===== src/rtl/alsu_pkg.sv =====
package alsu_pkg;

   typedef enum logic [1:0] {
      GRP_ARITH = 2'd0,
      GRP_LOGIC = 2'd1,
      GRP_SHR   = 2'd2,
      GRP_SHL   = 2'd3
   } alsu_grp_e;

   typedef enum logic [1:0] {
      YSEL_B    = 2'd0,
      YSEL_NB   = 2'd1,
      YSEL_ZERO = 2'd2,
      YSEL_ONES = 2'd3
   } alsu_ysel_e;

   typedef enum logic [1:0] {
      LOP_AND  = 2'd0,
      LOP_OR   = 2'd1,
      LOP_XOR  = 2'd2,
      LOP_NOTA = 2'd3
   } alsu_lop_e;

endpackage


===== src/rtl/alsu_fa.sv =====
module alsu_fa (
   input  logic a,
   input  logic b,
   input  logic ci,
   output logic s,
   output logic co
);
   logic p;
   assign p  = a ^ b;
   assign s  = p ^ ci;
   assign co = (a & b) | (ci & p);
endmodule


===== src/rtl/alsu_arith.sv =====
module alsu_arith
   import alsu_pkg::*;
#(
   parameter int WIDTH = 8
) (
   input  logic [WIDTH-1:0] a,
   input  logic [WIDTH-1:0] b,
   input  logic             cin,
   input  alsu_ysel_e       ysel,
   output logic [WIDTH-1:0] d,
   output logic             cout
);
   localparam int NCARRY = WIDTH + 1;

   logic [NCARRY-1:0] carry;
   assign carry[0] = cin;

   for (genvar i = 0; i < WIDTH; i++) begin : g_bit
      logic y_bit;
      always_comb begin
         unique case (ysel)
            YSEL_B:    y_bit = b[i];
            YSEL_NB:   y_bit = ~b[i];
            YSEL_ZERO: y_bit = 1'b0;
            default:   y_bit = 1'b1;
         endcase
      end
      alsu_fa u_fa (
         .a  (a[i]),
         .b  (y_bit),
         .ci (carry[i]),
         .s  (d[i]),
         .co (carry[i+1])
      );
   end

   assign cout = carry[NCARRY-1];
endmodule


===== src/rtl/alsu_logic.sv =====
module alsu_logic
   import alsu_pkg::*;
#(
   parameter int WIDTH = 8
) (
   input  logic [WIDTH-1:0] a,
   input  logic [WIDTH-1:0] b,
   input  alsu_lop_e        lop,
   output logic [WIDTH-1:0] e
);
   for (genvar i = 0; i < WIDTH; i++) begin : g_bit
      always_comb begin
         unique case (lop)
            LOP_AND: e[i] = a[i] & b[i];
            LOP_OR:  e[i] = a[i] | b[i];
            LOP_XOR: e[i] = a[i] ^ b[i];
            default: e[i] = ~a[i];
         endcase
      end
   end
endmodule


===== src/rtl/alsu_shift.sv =====
module alsu_shift #(
   parameter int WIDTH = 8
) (
   input  logic [WIDTH-1:0] a,
   input  logic             fill_r,
   input  logic             fill_l,
   output logic [WIDTH-1:0] to_lsb,
   output logic [WIDTH-1:0] to_msb
);
   localparam int TOP = WIDTH - 1;

   for (genvar i = 0; i < WIDTH; i++) begin : g_bit
      if (i == TOP) begin : g_top
         assign to_lsb[i] = fill_r;
      end else begin : g_mid_r
         assign to_lsb[i] = a[i+1];
      end
      if (i == 0) begin : g_bot
         assign to_msb[i] = fill_l;
      end else begin : g_mid_l
         assign to_msb[i] = a[i-1];
      end
   end
endmodule


===== src/rtl/alsu_unit.sv =====
module alsu_unit
   import alsu_pkg::*;
#(
   parameter int WIDTH = 8
) (
   input  logic             clk,
   input  logic             rst,
   input  logic             en,
   input  logic [WIDTH-1:0] opa,
   input  logic [WIDTH-1:0] opb,
   input  logic             cin,
   input  logic [3:0]       sel,
   input  logic             ser_r,
   input  logic             ser_l,
   output logic [WIDTH-1:0] res,
   output logic             cout
);
   if (WIDTH < 2) begin : g_bad_width
      $error("alsu_unit: WIDTH must be at least 2");
   end

   alsu_grp_e        grp;
   logic [WIDTH-1:0] d_arith;
   logic             c_arith;
   logic [WIDTH-1:0] e_logic;
   logic [WIDTH-1:0] h_right;
   logic [WIDTH-1:0] h_left;
   logic [WIDTH-1:0] f_next;
   logic             c_next;
   logic [WIDTH-1:0] res_q;
   logic             cout_q;

   assign grp = alsu_grp_e'(sel[3:2]);

   alsu_arith #(.WIDTH(WIDTH)) u_arith (
      .a    (opa),
      .b    (opb),
      .cin  (cin),
      .ysel (alsu_ysel_e'(sel[1:0])),
      .d    (d_arith),
      .cout (c_arith)
   );

   alsu_logic #(.WIDTH(WIDTH)) u_logic (
      .a   (opa),
      .b   (opb),
      .lop (alsu_lop_e'(sel[1:0])),
      .e   (e_logic)
   );

   alsu_shift #(.WIDTH(WIDTH)) u_shift (
      .a      (opa),
      .fill_r (ser_r),
      .fill_l (ser_l),
      .to_lsb (h_right),
      .to_msb (h_left)
   );

   always_comb begin
      c_next = 1'b0;
      unique case (grp)
         GRP_ARITH: begin
            f_next = d_arith;
            c_next = c_arith;
         end
         GRP_LOGIC: f_next = e_logic;
         GRP_SHR:   f_next = h_right;
         default:   f_next = h_left;
      endcase
   end

   always_ff @(posedge clk) begin
      if (rst) begin
         res_q  <= '0;
         cout_q <= 1'b0;
      end else if (en) begin
         res_q  <= f_next;
         cout_q <= c_next;
      end
   end

   assign res  = res_q;
   assign cout = cout_q;
endmodule


===== config.mk =====
export PLATFORM = sky130hd
export DESIGN_NAME = alsu_unit
export DESIGN_NICKNAME = d
export VERILOG_FILES = /design/src/rtl/alsu_pkg.sv /design/src/rtl/alsu_fa.sv /design/src/rtl/alsu_arith.sv /design/src/rtl/alsu_logic.sv /design/src/rtl/alsu_shift.sv /design/src/rtl/alsu_unit.sv
export SDC_FILE = /design/constraint.sdc
export NUM_CORES = 1
export LEC_CHECK = 0
export ABC_AREA = 1
export BUFFER_PORTS_ARGS = -buffer_cell sky130_fd_sc_hd__buf_2
export CAP_MARGIN = 40
export CORE_MARGIN = 2
export CORE_UTILIZATION = 40
export CTS_CLUSTER_SIZE = 12
export DETAILED_ROUTE_END_ITERATION = 10
export PLACE_DENSITY_LB_ADDON = 0.15
export SYNTH_ARGS = -nofsm -noshare
export SYNTH_HDL_FRONTEND = slang
export SYNTH_SLANG_ARGS = --single-unit
export TNS_END_PERCENT = 100

===== constraint.sdc =====
create_clock -name clk -period 3.8 [get_ports clk]
set_input_delay 0.57 -clock clk [delete_from_list [all_inputs] [get_ports clk]]
set_output_delay 0.57 -clock clk [all_outputs]
set_load 0.01 [all_outputs]

* After elaboration in Yosys (flattened, before gate mapping)
Index checks and enable logic that the tools add are counted.
Cells by class: eq/ne operators 4, mux-type cells 18, bitwise logic cells 80, reductions and logical operators 2
Operators with widths (count):
- $pmux W1 S3 | 16
- $and A1 B1 Y1 | 24
- $pmux W8 S3 | 1
- $xor A1 B1 Y1 | 24
- $not A1 Y1 | 16
- $or A1 B1 Y1 | 16
- $eq A2 B1 Y1 const B | 2
- $eq A2 B2 Y1 const B | 2
- $logic_not A2 Y1 | 2
- $mux W1 | 1
Storage, ports and cells: bits in registers 9, output and inout bits 9, word-level logic and storage cells 106

* Logic depth before layout (Yosys ltp)
Gate-level depths: netlist of the first run.
depth after elaboration 20, mapped depth 22

* Hierarchy
A second synthesis of the first run with hierarchy kept.
Unflattened totals: cells, all modules 229, area, all modules 1549.0 um2
Modules (own cells, without submodules):
- alsu_logic | instances 1, cells each 86, area each 560.5 um2, seq. area each 0.0 um2
- alsu_unit | instances 1, cells each 91, area each 551.8 um2, seq. area each 180.2 um2
- alsu_fa | instances 8, cells each 1, area each 20.0 um2, seq. area each 0.0 um2
- alsu_arith | instances 1, cells each 28, area each 156.4 um2, seq. area each 0.0 um2
- alsu_shift | instances 1, cells each 16, area each 120.1 um2, seq. area each 0.0 um2

* Worst setup path after synthesis of the first run
Ideal clock, no wire load.
path type input to register, from input port sel[0], to register res_q[7], in the netlist res[7], library setup time 0.139 ns, arrival 3.982 ns, data required time 3.661 ns, setup slack -0.321 ns, stages 21, cells stage by stage buf_6 nand2_2 inv_1 nor2_4 a21oi_1 fa_1 fa_1 inv_1 fa_1 fa_1 inv_1 fa_1 inv_1 fa_1 inv_1 fa_1 fa_1 a21oi_2 nand2_1 nand2_1 a21oi_2
Between the ends: longest elaborated chain between the ends 19, elaborated cells between the ends (all ways) 43, those cells by class eq/ne (2); mux (10); bitwise (30); reduce/logical (1)
Ends and longest elaborated chain:
- from (decl) | RTL line alsu_unit.sv:12 | input logic [3:0] sel,
- $eq A2 B2 Y1, or another cell as far along | RTL line alsu_arith.sv:21, alsu_logic.sv:13
- $pmux W1 S3 | RTL line alsu_arith.sv:21 | unique case (ysel)
- $xor A1 B1 Y1 | RTL line alsu_fa.sv:9 | assign p = a ^ b;
- $and A1 B1 Y1 | RTL line alsu_fa.sv:11 | assign co = (a & b) | (ci & p);
- $or A1 B1 Y1 | RTL line alsu_fa.sv:11
- $and A1 B1 Y1 | RTL line alsu_fa.sv:11
- $or A1 B1 Y1 | RTL line alsu_fa.sv:11
- $and A1 B1 Y1 | RTL line alsu_fa.sv:11
- [... 3 more ...]
- $and A1 B1 Y1 | RTL line alsu_fa.sv:11
- $or A1 B1 Y1 | RTL line alsu_fa.sv:11
- $and A1 B1 Y1 | RTL line alsu_fa.sv:11
- $or A1 B1 Y1 | RTL line alsu_fa.sv:11
- $and A1 B1 Y1 | RTL line alsu_fa.sv:11
- $or A1 B1 Y1 | RTL line alsu_fa.sv:11
- $xor A1 B1 Y1 | RTL line alsu_fa.sv:10 | assign s = p ^ ci;
- $pmux W8 S3 * | RTL line alsu_unit.sv:61 | unique case (grp)
- to (signal assigned) | RTL line alsu_unit.sv:77 | res_q <= f_next;
- to (decl) | RTL line alsu_unit.sv:30 | logic [WIDTH-1:0] res_q;
Every way passes the cells marked *; elsewhere a longest branch is shown, timed or not. A chain may end at the register's enable or synchronous reset.

* Worst setup path after layout of the first run
from input port sel[1], to register res_q[7], in the netlist res[7]
Same word-level chain as after synthesis.

==> results.md, run 1 <==
- Clock Sinks: 9
- Hold EP: cout
- Core ar.: roughly 3400 um^2
- Rows: 21
- Layout Nets: around 320
- Vias: 1462
- Slew @ Worst Pin: 0.4248 ns
- RD Place Congestion: approximately 0.86
- Clock Pin Slew Worst Setup and Hold Paths: about 0.070 ns
- Synth unique cells: 22
- WL final: between 3000 and 4000 um
- Slowest cell on crit path: fa_2
- Worst Path Arrival: 3.85 ns
- Met2 wire len: between 1500 and 2000 um
- Mapped Cells: 224
- FF+latch count, synth: 9
- Hold slack: roughly 0.46 ns
- Die X: ~64 um
- Async set-reset flop share out of synthesis: 0%
- CTS tree: done
- Ys Warns: 0
- Vias in the first global route: 1442
- R2r endpoint: res[4]
- H-tree depth: 1
- Routed len/inst: approximately 11 um
- EDFF count, synth: 0
- Initial antenna violation count: 0
- # DRC: 0
- Chip height: roughly 64 um
- Port Buffers: 34
- Overall Global Routing Usage: between 15 and 20%
- Layout area overhead: 21.59%
- Syn_nets: 274
- CTS buffer count: 3
- Syn avg cell area: ~6.5 um^2
- Setup CP Type: in -> reg
- Sequential area share after synthesis: around an eighth
- Setup Fix Bufs, Post-CTS: 0
- Top_reg_cell synth: dfxtp_1
- Setup-failing EPs final: 0
- Starting density of the core: a little over two fifths
- RSZ-0062 raised after global routing: true
- Fmax: between 200 and 300 MHz
- CP endpoint kind: register
- Max cap viols: 0
- CTS Hold Bufs: 0
- Mapped Area: about 1500 um^2
- Setup crit start kind: input pin
- Largest net degree at the start of global routing: 18
- Grt ovf: 0
- Largest area contributor in the synthesized netlist: ha_1
- Leak Pwr: 0.9743 nW
- DP HPWL: between 2000 and 3000 um
- Reg2Reg Depth: 2
- Root Driver: clkbuf_4
- Longest Clk Path Bufs: 2
- VDD IR-drop max: 0.1393 mV
- Tightest slew margin relative to the limit: slightly above 70%
- Max-slew violation count: 0
- N_diodes: 0
- WL met3: between 90 and 100 um
- Delay of the slowest cell on the worst path: around 0.53 ns
- Hold/Removal Path Class: reg -> reg
- Hold depth: 2
- Pwr/cell area: 203.7 nW/um^2
- Hold_sp: cout
- 1st-iter DRT viols: 31
- Crit share post-route: 96.10%
- Final core area utilization: just over 50%
- Status: finished, final reports clean
- Share of cells above drive strength 1: about 29%
- Num ports: 35
- Post-Route Skew: 0 ns
- Clk_lat worst skew: approximately 0.26 ns
- Placed insts: about 310
- DRT Pass-1 Iters: 4
- Final Instance Count excl. Fillers: 310
- FF-to-FF setup slack: 3.20 ns
- Critical path's most frequent cell: fa_2
- Reg-to-Reg Start: res[4]
- Most frequent cells in the layout: nand2_1, inv_1, buf_2, nor2_1, a21oi_1
- Leading cell type in the layout, fill and taps excluded: nand2_1
- Synth area leaders: ha_1, dfxtp_1, nand2_1, fa_1, inv_1
- Die area: between 4000 and 5000 um^2
- Highest metal used: met3
- Worst-path cell chain: buf_12 -> nand2_4 -> inv_2 -> nor2_4 -> a21oi_2 -> fa_2 -> fa_2 -> inv_2 -> fa_2 -> fa_2 -> inv_2 -> fa_2 -> inv_2 -> fa_2 -> inv_2 -> fa_2 -> fa_2 -> a21oi_2 -> nand2_1 -> nand2_1 -> a21oi_2
- Yosys top cell area share: between 10% and 20%
- Met1 wire length: approximately 1600 um
- Tmin final: 3.652 ns
- Max FO, Critical Path: 4
- Vias per inst: around 4.7
- Final Hold Viols: 0
- Post-route ant nets: 0
- First-pass GRT wire length: between 6000 and 7000 um
- WP data required: 4.00 ns
synthesized netlist by cell type (2+ instances only):
| cell type | instances |
|---|---|
| a21oi_1 | 20 |
| inv_1 | 42 |
| nor2_1 | 23 |
| inv_2 | 3 |
| clkbuf_8 | 2 |
| o21ai_1 | 5 |
| ha_1 | 16 |
| buf_6 | 2 |
| nand2_1 | 45 |
| dfxtp_1 | 9 |
| nor2_8 | 2 |
| nand3_1 | 17 |
| a21oi_2 | 9 |
| fa_1 | 8 |
| o21ai_0 | 14 |
metrics by stage:
| step | power, W | setup slack (ns) | area, um^2 | setup TNS, ns |
|---|---|---|---|---|
| after floorplan | 0.0002276 | -0.2200 | 1479 | -0.2200 |
| after global placement | 0.0002799 | -0.2402 | 1709 | -0.2402 |
| after detailed placement | 0.0002828 | -0.2884 | 1709 | -0.3811 |
| after CTS | 0.0003595 | 0.007391 | 1740 | 0 |
| after global routing | 0.0004027 | -0.05978 | 1775 | -0.05978 |
| final | 0.0003617 | 0.1482 | 1775 | 0 |
final cells by class:
type | instances | area (um^2)
clock buffers | 4 | 26.28
fillers | 375 | 1640
inverters | 47 | 178.9
multi-input cells | 162 | 1072
flip-flops and latches | 9 | 180.2
well taps | 46 | 57.56
repair buffers | 42 | 260.3
state kept, by name, summed over array words and instances (netlist names):
register  cells
res           8
cout          1
kinds of logic (layout without fill, tap and decap cells):
group | count (synthesis) | count (layout) | share of synthesized area, %
buf+inv | 53 | 93 | 16.19
compound gates | 48 | 48 | 18.77
simple gates | 90 | 90 | 28.02
fa+ha+maj | 24 | 24 | 24.68
flops | 9 | 9 | 12.34
report_power, final:
| group | internal [W] | switching (W) |
|---|---|---|
| registers | 0.000101 | 0.00000310 |
| clock network | 0.0000405 | 0.0000351 |
| logic | 0.0000762 | 0.000106 |
| total | 0.000218 | 0.000144 |
per-layer routing:
metal / up-vias / track usage [%]
met5: - / 0
met4: 0 / 1.862
met3: 0 / 2.951
met2: 25 / 32.94
met1: 658 / 23.68
li1: 779 / -
worst max-delay path by stage:
stage / end / from / slack (ns) / cells past startpoint
after floorplan: res[7] / sel[0] / -0.22 / 21
after global placement: res[7] / sel[0] / -0.24 / 21
after detailed placement: res[7] / sel[0] / -0.29 / 21
after CTS: res[7] / sel[0] / 0.007 / 21
after global routing: res[7] / sel[1] / -0.06 / 21
final: res[7] / sel[1] / 0.15 / 21
critical path, delay by kind of cell:
kind | cells | cell delay (ns)
fa+ha+maj | 8 | 2.43
buf+inv | 6 | 0.36
simple gates | 4 | 0.27
compound gates | 3 | 0.22
timing repair:
item	in CTS	in global routing
resized for setup	2	14
endpoints found under the setup margin	1	1
pin swaps	0	2
No activity file was read; power rests on OpenSTA's default activity.
==> inputs of run 2 (changes only) <==
Settings changed: BUFFER_PORTS_ARGS -buffer_cell sky130_fd_sc_hd__buf_2 to -buffer_cell sky130_fd_sc_hd__buf_4.
==> run 2 against run 1 <==
Worst setup slack lost 0.094 ns. Utilization grew 1.4 points. Sequential cell count is the same. Critical path depth is the same. First-iteration DRC count grew 87%. Cell count is the same. Sequential share of layout area shrank 0.26 points. Combinational power grew 2%. Fmax shrank 2.5%. Total power grew 0.87%. Routed wire length shrank 0.94%. Global-route usage shrank 0.074 points. Critical endpoint unchanged. Largest cell class unchanged. Highest routed layer is now met4.
==> results.md, run 2 (synthesis results as in run 1) <==
- Status: finished, final reports clean
- Critical path's most frequent cell: fa_2
- Placed insts: 306
- Largest net degree at the start of global routing: 18
- RSZ-0062 raised after global routing: true
- H-tree depth: 1
- Vias per inst: 4.684
- Pwr/cell area: 200.2 nW/um^2
- Core ar.: 3416 um^2
- Fill cells: between 300 and 400
- Max cap viols: 0
- Clock Pin Slew Worst Setup and Hold Paths: approximately 0.060 ns
- Longest Clk Path Bufs: 2
- Post-route ant nets: 0
- CP endpoint kind: register
- R2r endpoint: res[3]
- CP top delay family: adder cells
- # DRC: 0
- Final Instance Count excl. Fillers: 310
- Root Driver: clkbuf_4
- Overall Global Routing Usage: 18.18%
- DRT Pass-1 Iters: 4
- VDD IR-drop max: 0.1480 mV
- Rows: 21
- Setup crit start kind: input pin
- Layout Nets: ~320
- DP HPWL: ~2700 um
- Setup CP Type: in -> reg
- Final Hold Viols: 0
- Chip height: around 64 um
- Max-slew violation count: 0
- Max FO, Critical Path: 7
- Tightest slew margin relative to the limit: between 70% and 80%
- Most frequent cells in the layout: nand2_1, buf_4, inv_1, nor2_1, a21oi_1
- Initial antenna violation count: 0
- Die X: 64.42 um
- Crit path launch: sel[0]
- Setup WS pre-CTS: -0.2641 ns
- First-pass GRT wire length: ~6000 um
- Share of cells above drive strength 1: between 20% and 30%
- Crit share post-route: a little over nine tenths
- Setup Fix Bufs, Post-CTS: 0
- Clock Sinks: 9
- 1st-iter DRT viols: between 50 and 60
- Clk_lat worst skew: approximately 0.26 ns
- WP buf/inv: 6
- Fmax: about 270 MHz
- Die area: between 4000 and 5000 um^2
- Vias: roughly 1500
- Max reg flops: 8
- Port Buffers: 34
- Reg-to-Reg Start: res[3]
- Design Area, Final: ~1800 um^2
- WL final: 3358 um
- Slowest cell on crit path: fa_2
- Num ports: 35
- Leak Pwr: ~0.99 nW
- Worst-path cell chain: buf_4 -> nand2_4 -> inv_2 -> nor2_4 -> a21oi_2 -> fa_2 -> fa_2 -> inv_1 -> fa_2 -> fa_1 -> inv_1 -> fa_1 -> inv_1 -> fa_1 -> inv_1 -> fa_2 -> fa_2 -> a21oi_2 -> nand2_1 -> nand2_1 -> a21oi_2
- CTS buffer count: 3
- Reg2Reg Depth: 2
- Post_cts resized: 0
- Starting density of the core: 42.75%
- Worst Path Arrival: roughly 4 ns
- N_diodes: 0
- Vias in the first global route: roughly 1400
- Tmin final: 3.746 ns
- Slew @ Worst Pin: about 0.44 ns
- Delay of the slowest cell on the worst path: 0.54 ns
- CTS tree: done
- WP data required: 4.00 ns
- Cell area after placement: 1794 um^2
- Layout area overhead: 24.85%
- Hold/Removal Path Class: reg -> reg
- FF-to-FF setup slack: around 3.2 ns
- Routed len/inst: around 11 um
- Worst setup endpoint: res[7]
- Setup WS post-layout: between 0.05 and 0.06 ns
- CTS Hold Bufs: 0
- Setup-failing EPs final: 0
- RD Place Congestion: between 0.8 and 0.9
- Grt ovf: 0
- Leading cell type in the layout, fill and taps excluded: nand2_1
- CP Depth: 21
- Post-Route Skew: 0 ns
## run 2: cell count changes in the layout (fill, tap and decap cells not counted)
cell / change
buf_4: +34
buf_2: -32
inv_1: +4
inv_2: -4
fa_1: +3
fa_2: -3
buf_12: -2
## run 2: per-layer routing
layer	routed length (um)	track usage, %	vias to the layer above
met5	0	0	-
met4	42	3.723	0
met3	138	3.646	6
met2	1706	32.29	33
met1	1471	22.81	636
li1	-	-	777
## run 2: report_power, final
group,internal (W),switching [W]
logic,0.0000816,0.000105
clock network,0.0000405,0.0000338
registers,0.000101,0.00000329
total,0.000223,0.000142
## run 2: area by class of cell
cell class | count | area (um^2) | share of cell area, %
flip-flops and latches | 9 | 180.2 | 9.883
well taps | 46 | 57.56 | 3.157
clock buffers | 4 | 26.28 | 1.441
inverters | 47 | 178.9 | 9.815
multi-input cells | 162 | 1065 | 58.41
repair buffers | 42 | 315.3 | 17.30
## run 2: tightest hold or removal path: stages (launching register included)
cell     delay [ns]
dfxtp_1        0.31
nand2_1        0.06
a21oi_1        0.05
## run 2: how the worst min path moves through the flow
| stage | endpoint | slack, ns | cells after the start | startpoint |
|---|---|---|---|---|
| 6_report | cout | 0.47 | 2 | cout |
| 5_1_grt | cout | 0.50 | 2 | cout |
| 4_1_cts | cout | 0.47 | 2 | cout |
| 3_5_place_dp | cout | 0.47 | 2 | cout |
| 3_3_place_gp | cout | 0.46 | 2 | cout |
| 2_1_floorplan | cout | 0.49 | 2 | cout |
## run 2: per-stage QoR
stage               TNS, ns  total power [W]  hold WS (ns)  utilization, %
floorplan           -0.2200        0.0002276        0.4900               -
global placement    -0.2126        0.0002919        0.4581           52.53
detailed placement  -0.2679        0.0002945        0.4660           52.53
CTS                       0        0.0003710        0.4673           53.30
global route        -0.1543        0.0004069        0.4964           53.37
finish                    0        0.0003649        0.4657           53.37
==> inputs of run 3 (changes only) <==
Settings changed: ABC_AREA 1 to unset, ABC_CLOCK_PERIOD_IN_PS set to 3800.
==> run 3 against run 2 <==
Via count fell by 9.6%. Synthesized cell count fell by 25%. Die area fell by 2.5%. Non-clock buffer count fell by 3. Clock power rose by 15%. Fmax fell by 4.9%. Critical path type unchanged. The run now ends with negative setup slack left.
==> results.md, run 3 <==
- Syn avg cell area: 8.410 um^2
- Post-route ant nets: 0
- Final TNS setup: -0.1383 ns
- Worst Path Arrival: between 4 and 5 ns
- Setup WS post-layout: -0.1383 ns
- Final Instance Count excl. Fillers: about 250
- Synth area leaders: ha_1, dfxtp_1, fa_1, inv_1, nor2_1
- Grt ovf: 0
- Vias per inst: 5.312
- Simple-Gate Fraction of Synth Area: between 10% and 20%
- Most frequent cells in the layout: buf_4, nor2_1, inv_1, ha_1
- Routed len/inst: about 14 um
- Tightest slew margin relative to the limit: about 67%
- Die area: 4046 um^2
- Initial antenna violation count: 0
- Overall Global Routing Usage: approximately a fifth
- Vias: about 1300
- Setup-failing EPs final: 1
- Final Hold Viols: 0
- Rows: 21
- H-tree depth: 1
- DP HPWL: between 2000 and 3000 um
- Async set-reset flop share out of synthesis: 0%
- Sequential area share after synthesis: 12.68%
- Num ports: 35
- Leading cell type in the layout, fill and taps excluded: buf_4
- Root Driver: clkbuf_4
- Failing checks: negative setup slack
- Post-Route Skew: 0 ns
- Ys Warns: 0
- 1st-iter DRT viols: a little under 60
- Status: finished with violations
- Longest Clk Path Bufs: 2
- Post-synthesis compound-gate area fraction: 21.30%
- Die X: roughly 64 um
- Pwr/cell area: 219.1 nW/um^2
- Proportion of synthesized area in mux cells: under 10%
- WL final: between 3000 and 4000 um
- VDD IR-drop max: approximately 0.12 mV
- Fmax: 253.9 MHz
- Crit share post-route: 103.6%
- Vias in the first global route: between 1000 and 1500
- Share of cells above drive strength 1: a little under a third
- Largest net degree at the start of global routing: 21
- Layout Nets: around 250
- Setup CP Type: in -> reg
- CTS buffer count: 3
- Mapped Area: approximately 1400 um^2
- Final core area utilization: between 50% and 60%
- Hold/Removal Path Class: reg -> reg
- Syn_nets: ~220
- Largest family of logic cells by synthesized area: adder cells
- Most frequent cell after synthesis: inv_1
- CTS Hold Bufs: 0
- Core ar.: 3363 um^2
- Chip height: around 64 um
- N_diodes: 0
- CTS tree: done
- Yosys top cell area share: approximately 14%
- Max FO, Critical Path: 2
- Setup crit start kind: input pin
- Layout area overhead: 24.47%
- Starting density of the core: ~42%
- Post-synthesis adder-cell area fraction: about a quarter
- FF+latch count, synth: 9
- DRT Pass-1 Iters: 4
- Setup Fix Bufs, Post-CTS: 0
- Leak Pwr: 0.8070 nW
- Tmin final: slightly below 4 ns
- Placed insts: approximately 240
- Synth Area in XOR/XNOR: ~5%
- Commonest cells post-synth: inv_1, nor2_1, ha_1
- Clock Pin Slew Worst Setup and Hold Paths: 0.08 ns
- WP data required: 3.96 ns
- Max reg flops: 8
- Synth unique cells: 31
- Top_reg_cell synth: dfxtp_1
- Max cap viols: 0
- Fill cells: 350
- Hold slack: about 0.5 ns
- Clock Sinks: 9
- Slew @ Worst Pin: just under 0.5 ns
- EDFF count, synth: 0
- Largest area contributor in the synthesized netlist: ha_1
- Max-slew violation count: 0
- RSZ-0062 raised after global routing: true
- Mapped Cells: 169
- RD Place Congestion: ~0.8
- CP endpoint kind: register
- Port Buffers: 34
- # DRC: 0
- First-pass GRT wire length: around 6000 um
- Clk_lat worst skew: approximately 0.28 ns
==> run 3: cell types whose count changed after synthesis, moves of 7 or more <==
| cell | previous run | this run |
|---|---|---|
| mux2i_1 | 0 | 7 |
| nand3_1 | 17 | 0 |
| nand2b_1 | 0 | 10 |
| xnor2_1 | 0 | 8 |
| a21oi_2 | 9 | 0 |
| a21oi_1 | 20 | 3 |
| inv_1 | 42 | 22 |
| nor2b_1 | 0 | 10 |
| o21ai_0 | 14 | 4 |
| nand2_1 | 45 | 4 |
| a211oi_1 | 0 | 7 |
==> run 3: metal layers <==
metal / GRT usage, % / vias to the layer above / part of all wire (%)
met1: 26.27 / 632 / 46
met4: 7.609 / 0 / 0.76
met5: 0 / - / 0
li1: - / 642 / -
met2: 30.39 / 36 / 49
met3: 1.964 / 2 / 4.0
==> run 3: metrics by stage <==
stage | cell area, um^2 | setup WS [ns] | power (W)
after floorplan | 1470 | -0.4196 | 0.0002386
after global placement | 1729 | -0.4290 | 0.0002957
after detailed placement | 1729 | -0.4670 | 0.0003016
after CTS | 1767 | -0.1285 | 0.0003912
after global routing | 1769 | -0.2904 | 0.0004264
final | 1769 | -0.1383 | 0.0003876
==> run 3: final cells by class <==
class | count | area [um^2] | area share, %
multi-input combinational | 127 | 1126 | 63.65
timing repair buffer | 39 | 296.5 | 16.76
clock buffer | 4 | 26.28 | 1.485
tap | 46 | 57.56 | 3.253
inverter | 22 | 82.58 | 4.668
sequential | 9 | 180.2 | 10.18
==> run 3: worst paths after layout <==
| kind | start | to | slack (ns) | cells past startpoint |
|---|---|---|---|---|
| setup / recovery | sel[1] | res[7] | -0.14 | 19 |
| hold reg to reg | cout | cout | 0.51 | 2 |
| hold / removal | cout | cout | 0.51 | 2 |
| setup reg to reg | res[6] | res[6] | 2.76 | 3 |
==> run 3: worst max-delay path: stages <==
cell and delay (ns):
buf_6 0.10, nand2b_4 0.13, xnor2_2 0.13, fa_2 0.34, fa_2 0.34, inv_2 0.06
fa_2 0.18, fa_2 0.19, inv_2 0.04, fa_2 0.34, inv_2 0.06, fa_2 0.19
inv_2 0.04, fa_2 0.33, fa_1 0.42, nor2b_2 0.15, o22a_1 0.18, a2111oi_2 0.21
a2111oi_1 0.08
==> run 3: logic make-up (layout without fill, tap and decap cells) <==
kind of cell | Yosys count | after routing
muxes | 7 | 7
buffers and inverters | 33 | 65
adders and majority gates | 24 | 24
AOI/OAI and AO/OA | 39 | 39
xor gates and xnor gates | 8 | 8
and+or+nand+nor | 49 | 49
DFF | 9 | 9
==> run 3: report_power, final <==
group | leakage (nW) | internal, W | switching (W) | total [W]
Combinational | 0.718 | 0.0000980 | 0.0000974 | 0.000195
Clock | 0.0150 | 0.0000407 | 0.0000451 | 0.0000858
Sequential | 0.0741 | 0.000102 | 0.00000431 | 0.000106
==> run 3: what timing repair did <==
action / 4_1_cts / 5_1_grt
gates resized for setup: 4 / 1
setup endpoints to repair: 1 / 2
cloned: 0 / 0
